### config.mk
export PLATFORM = sky130hd
export DESIGN_NAME = gsf_cmd_src_filter
export DESIGN_NICKNAME = d
export VERILOG_FILES = /design/src/rtl/gsf_pkg.sv /design/src/rtl/gsf_owner_regs.sv /design/src/rtl/gsf_group_merge.sv /design/src/rtl/gsf_cmd_src_filter.sv
export SDC_FILE = /design/constraint.sdc
export NUM_CORES = 1
export LEC_CHECK = 0
export BUFFER_PORTS_ARGS = -buffer_cell sky130_fd_sc_hd__buf_2
export CAP_MARGIN = 20
export CELL_PAD_IN_SITES_DETAIL_PLACEMENT = 0
export CELL_PAD_IN_SITES_GLOBAL_PLACEMENT = 2
export CORE_MARGIN = 4
export CORE_UTILIZATION = 13
export CTS_BUF_LIST = sky130_fd_sc_hd__clkbuf_4
export DETAILED_ROUTE_END_ITERATION = 16
export PLACE_DENSITY = 0.8
export SLEW_MARGIN = 20
export SYNTH_ARGS = -nofsm -noshare
export SYNTH_HDL_FRONTEND = slang
export SYNTH_HIERARCHICAL = 1
export SYNTH_SLANG_ARGS = --single-unit
### constraint.sdc
create_clock -name clk -period 1.9 [get_ports clk]
set_input_delay 0.285 -clock clk [delete_from_list [all_inputs] [get_ports clk]]
set_output_delay 0.285 -clock clk [all_outputs]
set_load 0.02 [all_outputs]
### src/rtl/gsf_pkg.sv
package gsf_pkg;
  localparam int unsigned OWNER_W = 2;

  typedef enum logic [OWNER_W-1:0] {
    MST_MAIN   = 2'd0,
    MST_HOST   = 2'd1,
    MST_COPROC = 2'd2,
    MST_RSVD   = 2'd3
  } master_e;
endpackage

### src/rtl/gsf_owner_regs.sv
module gsf_owner_regs
  import gsf_pkg::*;
#(
  parameter int unsigned GROUPS  = 4,
  parameter int unsigned GROUP_W = 8,
  localparam int unsigned DW     = GROUPS * GROUP_W
) (
  input  logic                      clk,
  input  logic                      rst_n,
  input  logic                      wr_lo,
  input  logic                      wr_hi,
  input  logic [DW-1:0]             wdata,
  output logic [DW-1:0]             lo_q,
  output logic [DW-1:0]             hi_q,
  output logic [GROUPS*OWNER_W-1:0] owners
);
  // only the lowest bit of every group is storable
  logic [DW-1:0] keep_mask;

  always_comb begin
    keep_mask = '0;
    for (int g = 0; g < int'(GROUPS); g++) keep_mask[g*GROUP_W] = 1'b1;
  end

  always_ff @(posedge clk or negedge rst_n) begin
    if (!rst_n) begin
      lo_q <= '0;
      hi_q <= '0;
    end else begin
      if (wr_lo) lo_q <= wdata & keep_mask;
      if (wr_hi) hi_q <= wdata & keep_mask;
    end
  end

  for (genvar g = 0; g < GROUPS; g++) begin : g_owner
    assign owners[g*OWNER_W +: OWNER_W] = {hi_q[g*GROUP_W], lo_q[g*GROUP_W]};
  end

  // registers stay cleared while reset is held
  a_r1_reset_clear: assert property (@(posedge clk)
    !rst_n |=> (lo_q == '0 && hi_q == '0));

  // a strobed write lands masked, an idle register holds
  a_r2_lo_masked: assert property (@(posedge clk) disable iff (!rst_n)
    wr_lo |=> lo_q == ($past(wdata) & keep_mask));
  a_r2_hi_masked: assert property (@(posedge clk) disable iff (!rst_n)
    wr_hi |=> hi_q == ($past(wdata) & keep_mask));
  a_r2_lo_hold: assert property (@(posedge clk) disable iff (!rst_n)
    !wr_lo |=> $stable(lo_q));
  a_r2_hi_hold: assert property (@(posedge clk) disable iff (!rst_n)
    !wr_hi |=> $stable(hi_q));
endmodule

### src/rtl/gsf_group_merge.sv
module gsf_group_merge
  import gsf_pkg::*;
#(
  parameter int unsigned GROUP_W = 8
) (
  input  logic               clk,
  input  logic               rst_n,
  input  logic [OWNER_W-1:0] owner,
  input  logic [OWNER_W-1:0] master,
  input  logic               protect,
  input  logic [GROUP_W-1:0] old_byte,
  input  logic [GROUP_W-1:0] new_byte,
  output logic [GROUP_W-1:0] out_byte
);
  logic take_new;

  always_comb begin
    take_new = !protect || (master == owner);
    out_byte = take_new ? new_byte : old_byte;
  end

  // the reserved master cannot touch a group owned by anyone else
  a_r6_rsvd_blocked: assert property (@(posedge clk) disable iff (!rst_n)
    (protect && master == MST_RSVD && owner != MST_RSVD) |-> out_byte == old_byte);
endmodule

### src/rtl/gsf_cmd_src_filter.sv
module gsf_cmd_src_filter
  import gsf_pkg::*;
#(
  parameter int unsigned GROUPS  = 4,
  parameter int unsigned GROUP_W = 8,
  localparam int unsigned DW     = GROUPS * GROUP_W
) (
  input  logic               clk,
  input  logic               rst_n,
  input  logic               own_wr_lo,
  input  logic               own_wr_hi,
  input  logic [DW-1:0]      own_wdata,
  input  logic [OWNER_W-1:0] wr_master,
  input  logic               wr_protected,
  input  logic [DW-1:0]      old_word,
  input  logic [DW-1:0]      new_word,
  output logic [DW-1:0]      merged_word,
  output logic [DW-1:0]      own_lo_q,
  output logic [DW-1:0]      own_hi_q
);
  logic [GROUPS*OWNER_W-1:0] owners;

  gsf_owner_regs #(
    .GROUPS (GROUPS),
    .GROUP_W(GROUP_W)
  ) u_regs (
    .clk   (clk),
    .rst_n (rst_n),
    .wr_lo (own_wr_lo),
    .wr_hi (own_wr_hi),
    .wdata (own_wdata),
    .lo_q  (own_lo_q),
    .hi_q  (own_hi_q),
    .owners(owners)
  );

  for (genvar g = 0; g < GROUPS; g++) begin : g_grp
    gsf_group_merge #(
      .GROUP_W(GROUP_W)
    ) u_merge (
      .clk     (clk),
      .rst_n   (rst_n),
      .owner   (owners[g*OWNER_W +: OWNER_W]),
      .master  (wr_master),
      .protect (wr_protected),
      .old_byte(old_word[g*GROUP_W +: GROUP_W]),
      .new_byte(new_word[g*GROUP_W +: GROUP_W]),
      .out_byte(merged_word[g*GROUP_W +: GROUP_W])
    );

    // a group not owned by the writer keeps the old byte
    a_r4_foreign_kept: assert property (@(posedge clk) disable iff (!rst_n)
      (wr_protected && {own_hi_q[g*GROUP_W], own_lo_q[g*GROUP_W]} != wr_master)
      |-> merged_word[g*GROUP_W +: GROUP_W] == old_word[g*GROUP_W +: GROUP_W]);
    // a group owned by the writer takes the new byte
    a_r4_owned_taken: assert property (@(posedge clk) disable iff (!rst_n)
      (wr_protected && {own_hi_q[g*GROUP_W], own_lo_q[g*GROUP_W]} == wr_master)
      |-> merged_word[g*GROUP_W +: GROUP_W] == new_word[g*GROUP_W +: GROUP_W]);
  end

  // unfiltered registers pass the new value through whole
  a_r5_bypass: assert property (@(posedge clk) disable iff (!rst_n)
    !wr_protected |-> merged_word == new_word);
endmodule

==> flow_summary.ini, run 1 <==
[run_status]
outcome = complete, no violations

[timing]
report.final.slew_viol_count = 0
finalCritPeriodShare_pct = 98.4
hold_violations = 0
setup_tns_ps = 0
min_period_ps = 1870
setup_viol = 0
max_freq_mhz = 535
timing.final.ws_setup_ps = 30.0
skew_ps = 0
rsz0062_at_grt = yes
hold_ws_ps = 280

[synth]
ys_ff_latch = 8
synth_top_area_share_pct = 37.8
seq_area_frac_synth_pct = 15.8
netlist_area_sq_mm = 0.00127
synth_area_per_cell_sq_um = 10.2
synthCells = 125
synth.area.top_cells = buf_4 38%, mux2_2 35%, dfrtp_1 16%, xor2_1 5.5%, o21ai_4 5.1%
synth_cell_type_count = 6
yosys.area.top_type = buf_4
synth.yosys.warnings = 6

[cts]
cts_tree = done
clockRootBuffer = clkbuf_4
clk_latency_ps = 250
cts_buffers = 3
numClockSinks = 8
path_clk_slew_ps = 50
htree_levels = 1
cts_buffer_depth = 2

[critical_path]
crit_type = reg -> out
cp_slowest_cell = dfrtp_1
crit_family = flip-flops
crit_chain = xor2_2 > o21ai_4 > buf_12 > mux2_4 > buf_6
rr_startpoint = u_regs/hi_q[16]
crit_fanout = 8
required_ps = 1620
max_stage_delay_ps = 400
cp.buffers_inverters = 2
cp.arrival_ps = 1590
cp-end-kind = output pin
r2r_end = u_regs/hi_q[16]
r2r_cells = 3
cp-start-kind = register
rrSetupSlack_ps = 870

[grt]
grt_max_degree = 9
grt_use_total_pct = 5.26
grt_antenna_before_repair = 0
grt_pass1_wl_mm = 4.91
grt.overflow.total = 0
grt_pass1_vias = 1074

[flow_run]
cap_violations = 0

[floorplanning]
io_pins = 199
rows = 35
die_w_um = 107
start_util_pct = 13.6
die-area_sq_mm = 0.0114
fp.coreArea_sq_mm = 0.00937
die_h_um = 107

[routing]
firstDrtPassIters = 2
wirelength_mm = 3.91
wire_per_inst_um = 10.4
vias = 1147
drtIter0Drc = 25
drc = 0
viasPerCell = 3.05
final_antenna_net_count = 0

[hold_path]
holdPathStages = 2
min-delay-start = own_wdata[0]
worstHoldPathType = in -> reg
whs_endpoint = u_regs/hi_q[0]

[pwr]
powerDensity_mw_per_mm2 = 511
peakVddDrop_mv = 0.297
power_uw = 1160
p_leak_uw = 0.00125

[placement]
place.gp.congestion = 0.637
post-place-ws_ps = 101
place.detailed.hpwl_mm = 3.20
io_buffers = 114

[final_layout]
fillCellCount = 1048
final_nets = 352
drive_above_1_share_pct = 72.5
final_core_util_pct = 24.2
multiInputGateArea_sq_um = 953
layout.area.seq_sq_um = 200
n_antenna_cell = 0
areaGrowthSynthToFinish_pct = 78.4
## worst register-to-register path: stages, from the launching register on
cell and delay [ps]:
dfrtp_1 400, buf_4 140, buf_4 120, mux2_2 250
## per-layer routing
layer  share of wire [%]  track usage [%]
met5                   0                0
met3                 9.6            0.783
met4                0.44             1.92
met1                  35             5.88
met2                  55             9.98
## synthesized netlist by cell type (all sizes together)
library cell / n
o21ai: 4
buf: 64
xor2: 8
dfrtp: 8
mux2: 40
conb: 1
## sequential cells by signal, summed over array words and instances (netlist names)
| register | cells |
|---|---|
| u_regs/hi_q | 4 |
| u_regs/lo_q | 4 |
## how the worst max path moves through the flow
stage / from / slack [ps] / end / cells after the start
floorplan: u_regs/hi_q[0] / 170 / merged_word[0] / 4
global placement: wr_master[1] / 110 / merged_word[25] / 5
detailed placement: wr_master[1] / 100 / merged_word[18] / 5
CTS: u_regs/lo_q[8] / -20 / merged_word[15] / 5
global route: u_regs/hi_q[24] / -40 / merged_word[27] / 5
finish: u_regs/hi_q[16] / 30 / merged_word[18] / 5
## cells by family (layout without fill, tap and decap cells)
group           after synthesis  after routing  share of synthesized area (%)
compound gates                4              4                           5.12
mux                          40             40                           35.5
other cells                   1             56                          0.295
buf+inv                      64            131                           37.8
flops                         8              8                           15.8
xor+xnor                      8              8                           5.52
## where the power goes
group	switching, uW	internal (uW)	leakage (uW)
Sequential	14.7	188	0.0000935
Combinational	410	422	0.00114
Clock	51.9	71.9	0.0000138
## cells in the final DEF (no fill, tap or decap)
| cell type | synthesis | layout |
|---|---|---|
| o21ai_4 | 4 | 4 |
| mux2_4 | 0 | 32 |
| xor2_2 | 0 | 5 |
| mux2_2 | 40 | 8 |
| buf_12 | 0 | 4 |
| buf_6 | 0 | 32 |
| dfrtp_1 | 8 | 8 |
| buf_2 | 0 | 82 |
| xor2_1 | 8 | 3 |
| conb_1 | 1 | 56 |
| buf_4 | 64 | 9 |
| dlygate4sd3_1 | 0 | 1 |
| clkbuf_4 | 0 | 3 |
## timing repair
item,in CTS,in global routing
gates cloned,0,0
gates resized for setup,12,89
setup buffers,11,2
hold buffers,1,0
hold endpoints to repair,8,0
setup endpoints to repair,32,32
pin swaps,5,8
## final cells by class
cell class,count,share of cell area (%)
well taps,129,7.12
multi-input cells,108,42.1
clock buffers,3,0.994
flip-flops and latches,8,8.83
repair buffers,128,41.0
## per-stage QoR
stage / std cells / cell area (sq um)
3_5_place_dp: 359 / 1730
5_1_grt: 376 / 2270
4_1_cts: 374 / 1940
2_1_floorplan: 180 / 1480
3_3_place_gp: 359 / 1730
6_report: 376 / 2270
Note: power is estimated with default switching activity, not from simulation.
==> run 2: changes to the inputs <==
--- a/config.mk
+++ b/config.mk
@@ -5,6 +5,7 @@
 export SDC_FILE = /design/constraint.sdc
 export NUM_CORES = 1
 export LEC_CHECK = 0
+export ABC_AREA = 1
 export BUFFER_PORTS_ARGS = -buffer_cell sky130_fd_sc_hd__buf_2
 export CAP_MARGIN = 20
 export CELL_PAD_IN_SITES_DETAIL_PLACEMENT = 0
@@ -13,7 +14,8 @@
 export CORE_UTILIZATION = 13
 export CTS_BUF_LIST = sky130_fd_sc_hd__clkbuf_4
 export DETAILED_ROUTE_END_ITERATION = 16
-export PLACE_DENSITY = 0.8
+export PLACE_DENSITY = 0.81
+export SKIP_CTS_REPAIR_TIMING = 1
 export SLEW_MARGIN = 20
 export SYNTH_ARGS = -nofsm -noshare
 export SYNTH_HDL_FRONTEND = slang
==> run 2 against run 1 <==
Synthesized area grew 16%. Routed wire length up 11%. Register-to-register slack better by 380 ps. Via count is 38% higher. First-iteration DRC count up 140%. Fmax up 15%. Core utilization down 6.3 points. Global-route usage grew 0.33 points. Sequential power hardly changed. Clock power decreased by 4%. Die area rose by 15%. Synthesized cell count rose by 98%. Largest cell class unchanged. Largest power group unchanged. Highest routed layer is now met3.
==> flow_summary.ini, run 2 <==
[timing]
setup_tns_ps = 0
report.final.slew_viol_count = 0
skew_ps = 0
finalCritPeriodShare_pct = 85.7
min_period_ps = 1630
timing.final.ws_setup_ps = 272
rsz0062_at_grt = no
max_freq_mhz = 614
hold_violations = 0
setup_viol = 0

[hold_path]
worstHoldPathType = in -> reg

[critical_path]
crit_fanout = 9
cp-start-kind = register
required_ps = 1620
cp.arrival_ps = 1340
crit_type = reg -> out
cp-end-kind = output pin

[routing]
final_antenna_net_count = 0
highest_layer = met3
drc = 0
drtIter0Drc = 61
met1_length_mm = 1.74
vias = 1587
met2_length_mm = 2.12
firstDrtPassIters = 4
viasPerCell = 3.22
wl_met3_um = 471
wirelength_mm = 4.33
wire_per_inst_um = 8.79

[placement]
place.detailed.hpwl_mm = 3.83
place.gp.congestion = 0.732
post-place-ws_ps = 422
io_buffers = 114
place_area_sq_mm = 0.00193

[final_layout]
reg_top3 = u_regs/hi_q (4), u_regs/lo_q (4)
n_antenna_cell = 0
fin_area_sq_mm = 0.00197
layout_common_cells = 114 x buf_2, 104 x nand2_1, 56 x conb_1, 32 x nand3_1, 16 x inv_1
final_core_util_pct = 17.9
drive_above_1_share_pct = 38.5
final_common_cell = buf_2
final_nets = 458
areaGrowthSynthToFinish_pct = 33.6

[floorplanning]
die_h_um = 114
start_util_pct = 13.4
rows = 38
io_pins = 199
die_w_um = 114
fp.coreArea_sq_mm = 0.0110
die-area_sq_mm = 0.0131

[synth]
ys.flop_type = dfrtp_1
synth_area_per_cell_sq_um = 5.96
synthCells = 247
netlist_area_sq_mm = 0.00147
ys_ff_latch = 8
synth_common_cells = 104 x nand2_1, 68 x buf_4, 32 x nand3_1
synth_cell_type_count = 9
seq_area_frac_synth_pct = 13.6
synth.area.top_cells = buf_4 35%, nand2_1 27%, dfrtp_1 14%, nand3_1 11%, nand2_4 6.1%
synth-edff-count = 0
synth_top_area_share_pct = 34.7
synth.most_common_cell = nand2_1
yosys.area.top_type = buf_4
synth.yosys.warnings = 6
async_flop_share_pct = 100

[cts]
clockRootBuffer = clkbuf_4
htree_levels = 1
cts_buffers = 3
cts_tree = done
path_clk_slew_ps = 50
cts_buffer_depth = 2
numClockSinks = 8
clk_latency_ps = 240

[grt]
grt_use_total_pct = 5.59
grt_antenna_before_repair = 0
grt_pass1_wl_mm = 6.24
grt.overflow.total = 0
grt_max_degree = 37
grt_pass1_vias = 1407

[pwr]
power_uw = 912
peakVddDrop_mv = 0.267
powerDensity_mw_per_mm2 = 464
p_leak_uw = 0.00132

[run_status]
outcome = complete, no violations

[flow_run]
cap_violations = 0
run 2: changes by cell type after synthesis, moves of 8 or more:
| cell | delta |
|---|---|
| nand2_1 | +104 |
| mux2_2 | -40 |
| nand3_1 | +32 |
| inv_1 | +16 |
| nand2_2 | +8 |
| nand2_4 | +8 |
| xor2_1 | -8 |
run 2: where the power goes:
part	internal [uW]	switching, uW
registers	186	16.3
clock network	71.6	47.8
logic	186	404
run 2: worst max-delay path, stage by stage, from the launching register on:
cell     delay [ps]
dfrtp_1         400
inv_1            70
nand2_1          50
nand2_2          70
nand2_4         110
nand2_4         120
nand2_1          60
nand2_1          60
buf_2           160
run 2: worst paths after layout:
path                                  from              end  slack (ps)  cells past startpoint
max reg2reg                u_regs/lo_q[24]  u_regs/lo_q[24]        1250                      2
min reg2reg                u_regs/hi_q[16]  u_regs/hi_q[16]         530                      2
max in group asynchronous            rst_n  u_regs/hi_q[24]        1320                      2
min                           own_wdata[8]   u_regs/hi_q[8]         260                      3
min in group asynchronous            rst_n   u_regs/lo_q[0]         410                      2
max                         u_regs/hi_q[0]   merged_word[4]         270                      8
run 2: per-stage QoR:
step	hold WS, ps	cells
floorplan	-10.6	302
global placement	134	489
detailed placement	136	489
CTS	-129	492
global route	259	493
finish	260	493
run 2: cell type report:
class,instances,area [sq um]
inverter,18,67.6
multi-input combinational,208,901
fill,1282,9020
timing repair buffer,116,601
sequential,8,200
tap,140,175
clock buffer,3,22.5
run 2: cells by family (layout without fill, tap and decap cells):
| logic type | count (synthesis) | count (layout) | share of synthesized area (%) |
|---|---|---|---|
| flops | 8 | 8 | 13.6 |
| other cells | 1 | 56 | 0.255 |
| simple gates | 152 | 152 | 46.9 |
| buf+inv | 86 | 137 | 39.3 |
run 2: metal layers:
layer | up-vias | global-route usage, %
met5 | - | 0
met4 | 0 | 0.950
met3 | 0 | 0.846
met2 | 83 | 10.2
met1 | 656 | 7.03
li1 | 848 | -
==> run 3: changes to the inputs <==
--- a/config.mk
+++ b/config.mk
@@ -10,11 +10,13 @@
 export CAP_MARGIN = 20
 export CELL_PAD_IN_SITES_DETAIL_PLACEMENT = 0
 export CELL_PAD_IN_SITES_GLOBAL_PLACEMENT = 2
+export CORE_ASPECT_RATIO = 0.6
 export CORE_MARGIN = 4
 export CORE_UTILIZATION = 13
 export CTS_BUF_LIST = sky130_fd_sc_hd__clkbuf_4
 export DETAILED_ROUTE_END_ITERATION = 16
 export PLACE_DENSITY = 0.81
+export RECOVER_POWER = 50
 export SKIP_CTS_REPAIR_TIMING = 1
 export SLEW_MARGIN = 20
 export SYNTH_ARGS = -nofsm -noshare
==> run 3 against run 2 <==
Power is 0.58% higher. Critical endpoint is now merged_word[12]. Critical path depth stayed put. Fmax is 2.3% lower. Combinational power is 0.8% lower. Critical path type unchanged. Final cell count stayed put. First-iteration DRC count is 49% lower. Routed wire length is 3.5% higher. Via count is 1.1% higher. Flip-flop and latch count stayed put.
==> flow_summary.ini, run 3 (synthesized netlist as in run 2, its figures left out) <==
[run_status]
outcome = complete, no violations

[placement]
place.detailed.hpwl_mm = 4.08
io_buffers = 114
place.gp.congestion = 0.695
post-place-ws_ps = 341
dp.cells = 489

[final_layout]
final_common_cell = nand2_1
areaGrowthSynthToFinish_pct = 32.1
reg_top3 = u_regs/hi_q (4), u_regs/lo_q (4)
drive_above_1_share_pct = 35.3
final_nets = 459
layout.cells.non_filler = 493
layout_common_cells = 104 x nand2_1, 102 x buf_2, 56 x conb_1, 32 x nand3_1, 16 x inv_1
n_antenna_cell = 0

[critical_path]
crit_fanout = 9
cp-end-kind = output pin
crit_type = reg -> out
cp.arrival_ps = 1380
cp-start-kind = register
required_ps = 1620

[timing]
report.final.slew_viol_count = 0
finalCritPeriodShare_pct = 87.7
max_freq_mhz = 600
timing.final.ws_setup_ps = 234
skew_ps = 0
setup_viol = 0
setup_tns_ps = 0
rsz0062_at_grt = no
hold_violations = 0
min_period_ps = 1670

[floorplanning]
die-area_sq_mm = 0.0132
fp.coreArea_sq_mm = 0.0108
die_w_um = 145
io_pins = 199
rows = 29
start_util_pct = 13.6
die_h_um = 90.4

[grt]
grt_use_met3_pct = 1.81
grt_pass1_vias = 1488
grt_pass1_wl_mm = 7.20
grt.overflow.total = 0
globalRouteMet2Util_pct = 11.7
grt_antenna_before_repair = 0
grt_max_degree = 19
grt.busiest_layer = met2
grt_use_met1_pct = 7.27
grt_use_total_pct = 6.21

[routing]
final_antenna_net_count = 0
drc = 0
viasPerCell = 3.26
wirelength_mm = 4.49
firstDrtPassIters = 4
drtIter0Drc = 31
vias = 1605
wire_per_inst_um = 9.10

[cts]
clk_latency_ps = 250
path_clk_slew_ps = 50
cts_tree = done
cts_buffers = 3
htree_levels = 1
cts_buffer_depth = 2
numClockSinks = 8
clockRootBuffer = clkbuf_4

[pwr]
cell_internal_pwr_uw = 436
powerDensity_mw_per_mm2 = 472
p_sw_share_pct = 52.5
peakVddDrop_mv = 0.180
p_leak_uw = 0.00128
p_clk_share_pct = 14.3
seqPwrFrac_pct = 21.9
comb_power_share_pct = 63.8
p_switching_uw = 481

[hold_path]
worstHoldPathType = in -> reg

[flow_run]
cap_violations = 0
## run 3: path summary, 6_finish.rpt
check	startpoint	endpoint	slack, ps	cells after the start
worst max-delay path	u_regs/hi_q[8]	merged_word[12]	230	8
min in group asynchronous	rst_n	u_regs/lo_q[24]	510	2
worst min-delay path	own_wdata[16]	u_regs/lo_q[16]	250	3
worst max register to register	u_regs/lo_q[24]	u_regs/lo_q[24]	1260	2
max in group asynchronous	rst_n	u_regs/lo_q[16]	1070	2
worst min register to register	u_regs/lo_q[8]	u_regs/lo_q[8]	520	2
## run 3: final cells by class
cell class	instances	area, sq um
Sequential cell	8	200
Tap cell	139	174
Fill cell	1272	8870
Clock buffer	3	22.5
Multi-Input combinational cell	208	901
Timing Repair Buffer	117	581
Inverter	18	67.6
## run 3: worst max-delay path: stages, from the launching register on
cell and delay (ps):
dfrtp_1 400, inv_1 60, nand2_1 50, nand2_2 70
nand2_4 90, nand2_4 110, nand2_1 60, nand2_1 50
clkbuf_1 230
## run 3: layer usage
metal | vias to the layer above | wire (um)
li1 | 851 | -
met1 | 670 | 1810
met2 | 82 | 2230
met3 | 2 | 429
met4 | 0 | 14
met5 | - | 0
## run 3: through the flow
step	hold WS (ps)	utilization (%)	total power (uW)	cell area, sq um
after floorplan	-10.6	-	703	1680
after global placement	140	17.8	796	1930
after detailed placement	147	17.8	799	1930
after CTS	-129	18.0	934	1950
after global routing	256	18.0	994	1950
final	248	18.0	917	1950
## run 3: power by group through the flow
stage / clock network, uW / logic (uW) / registers (uW)
final: 131 / 585 / 201
after CTS: 136 / 597 / 201
after global routing: 144 / 645 / 205
after global placement: 0 / 592 / 204
after detailed placement: 0 / 595 / 204
after floorplan: 0 / 485 / 218
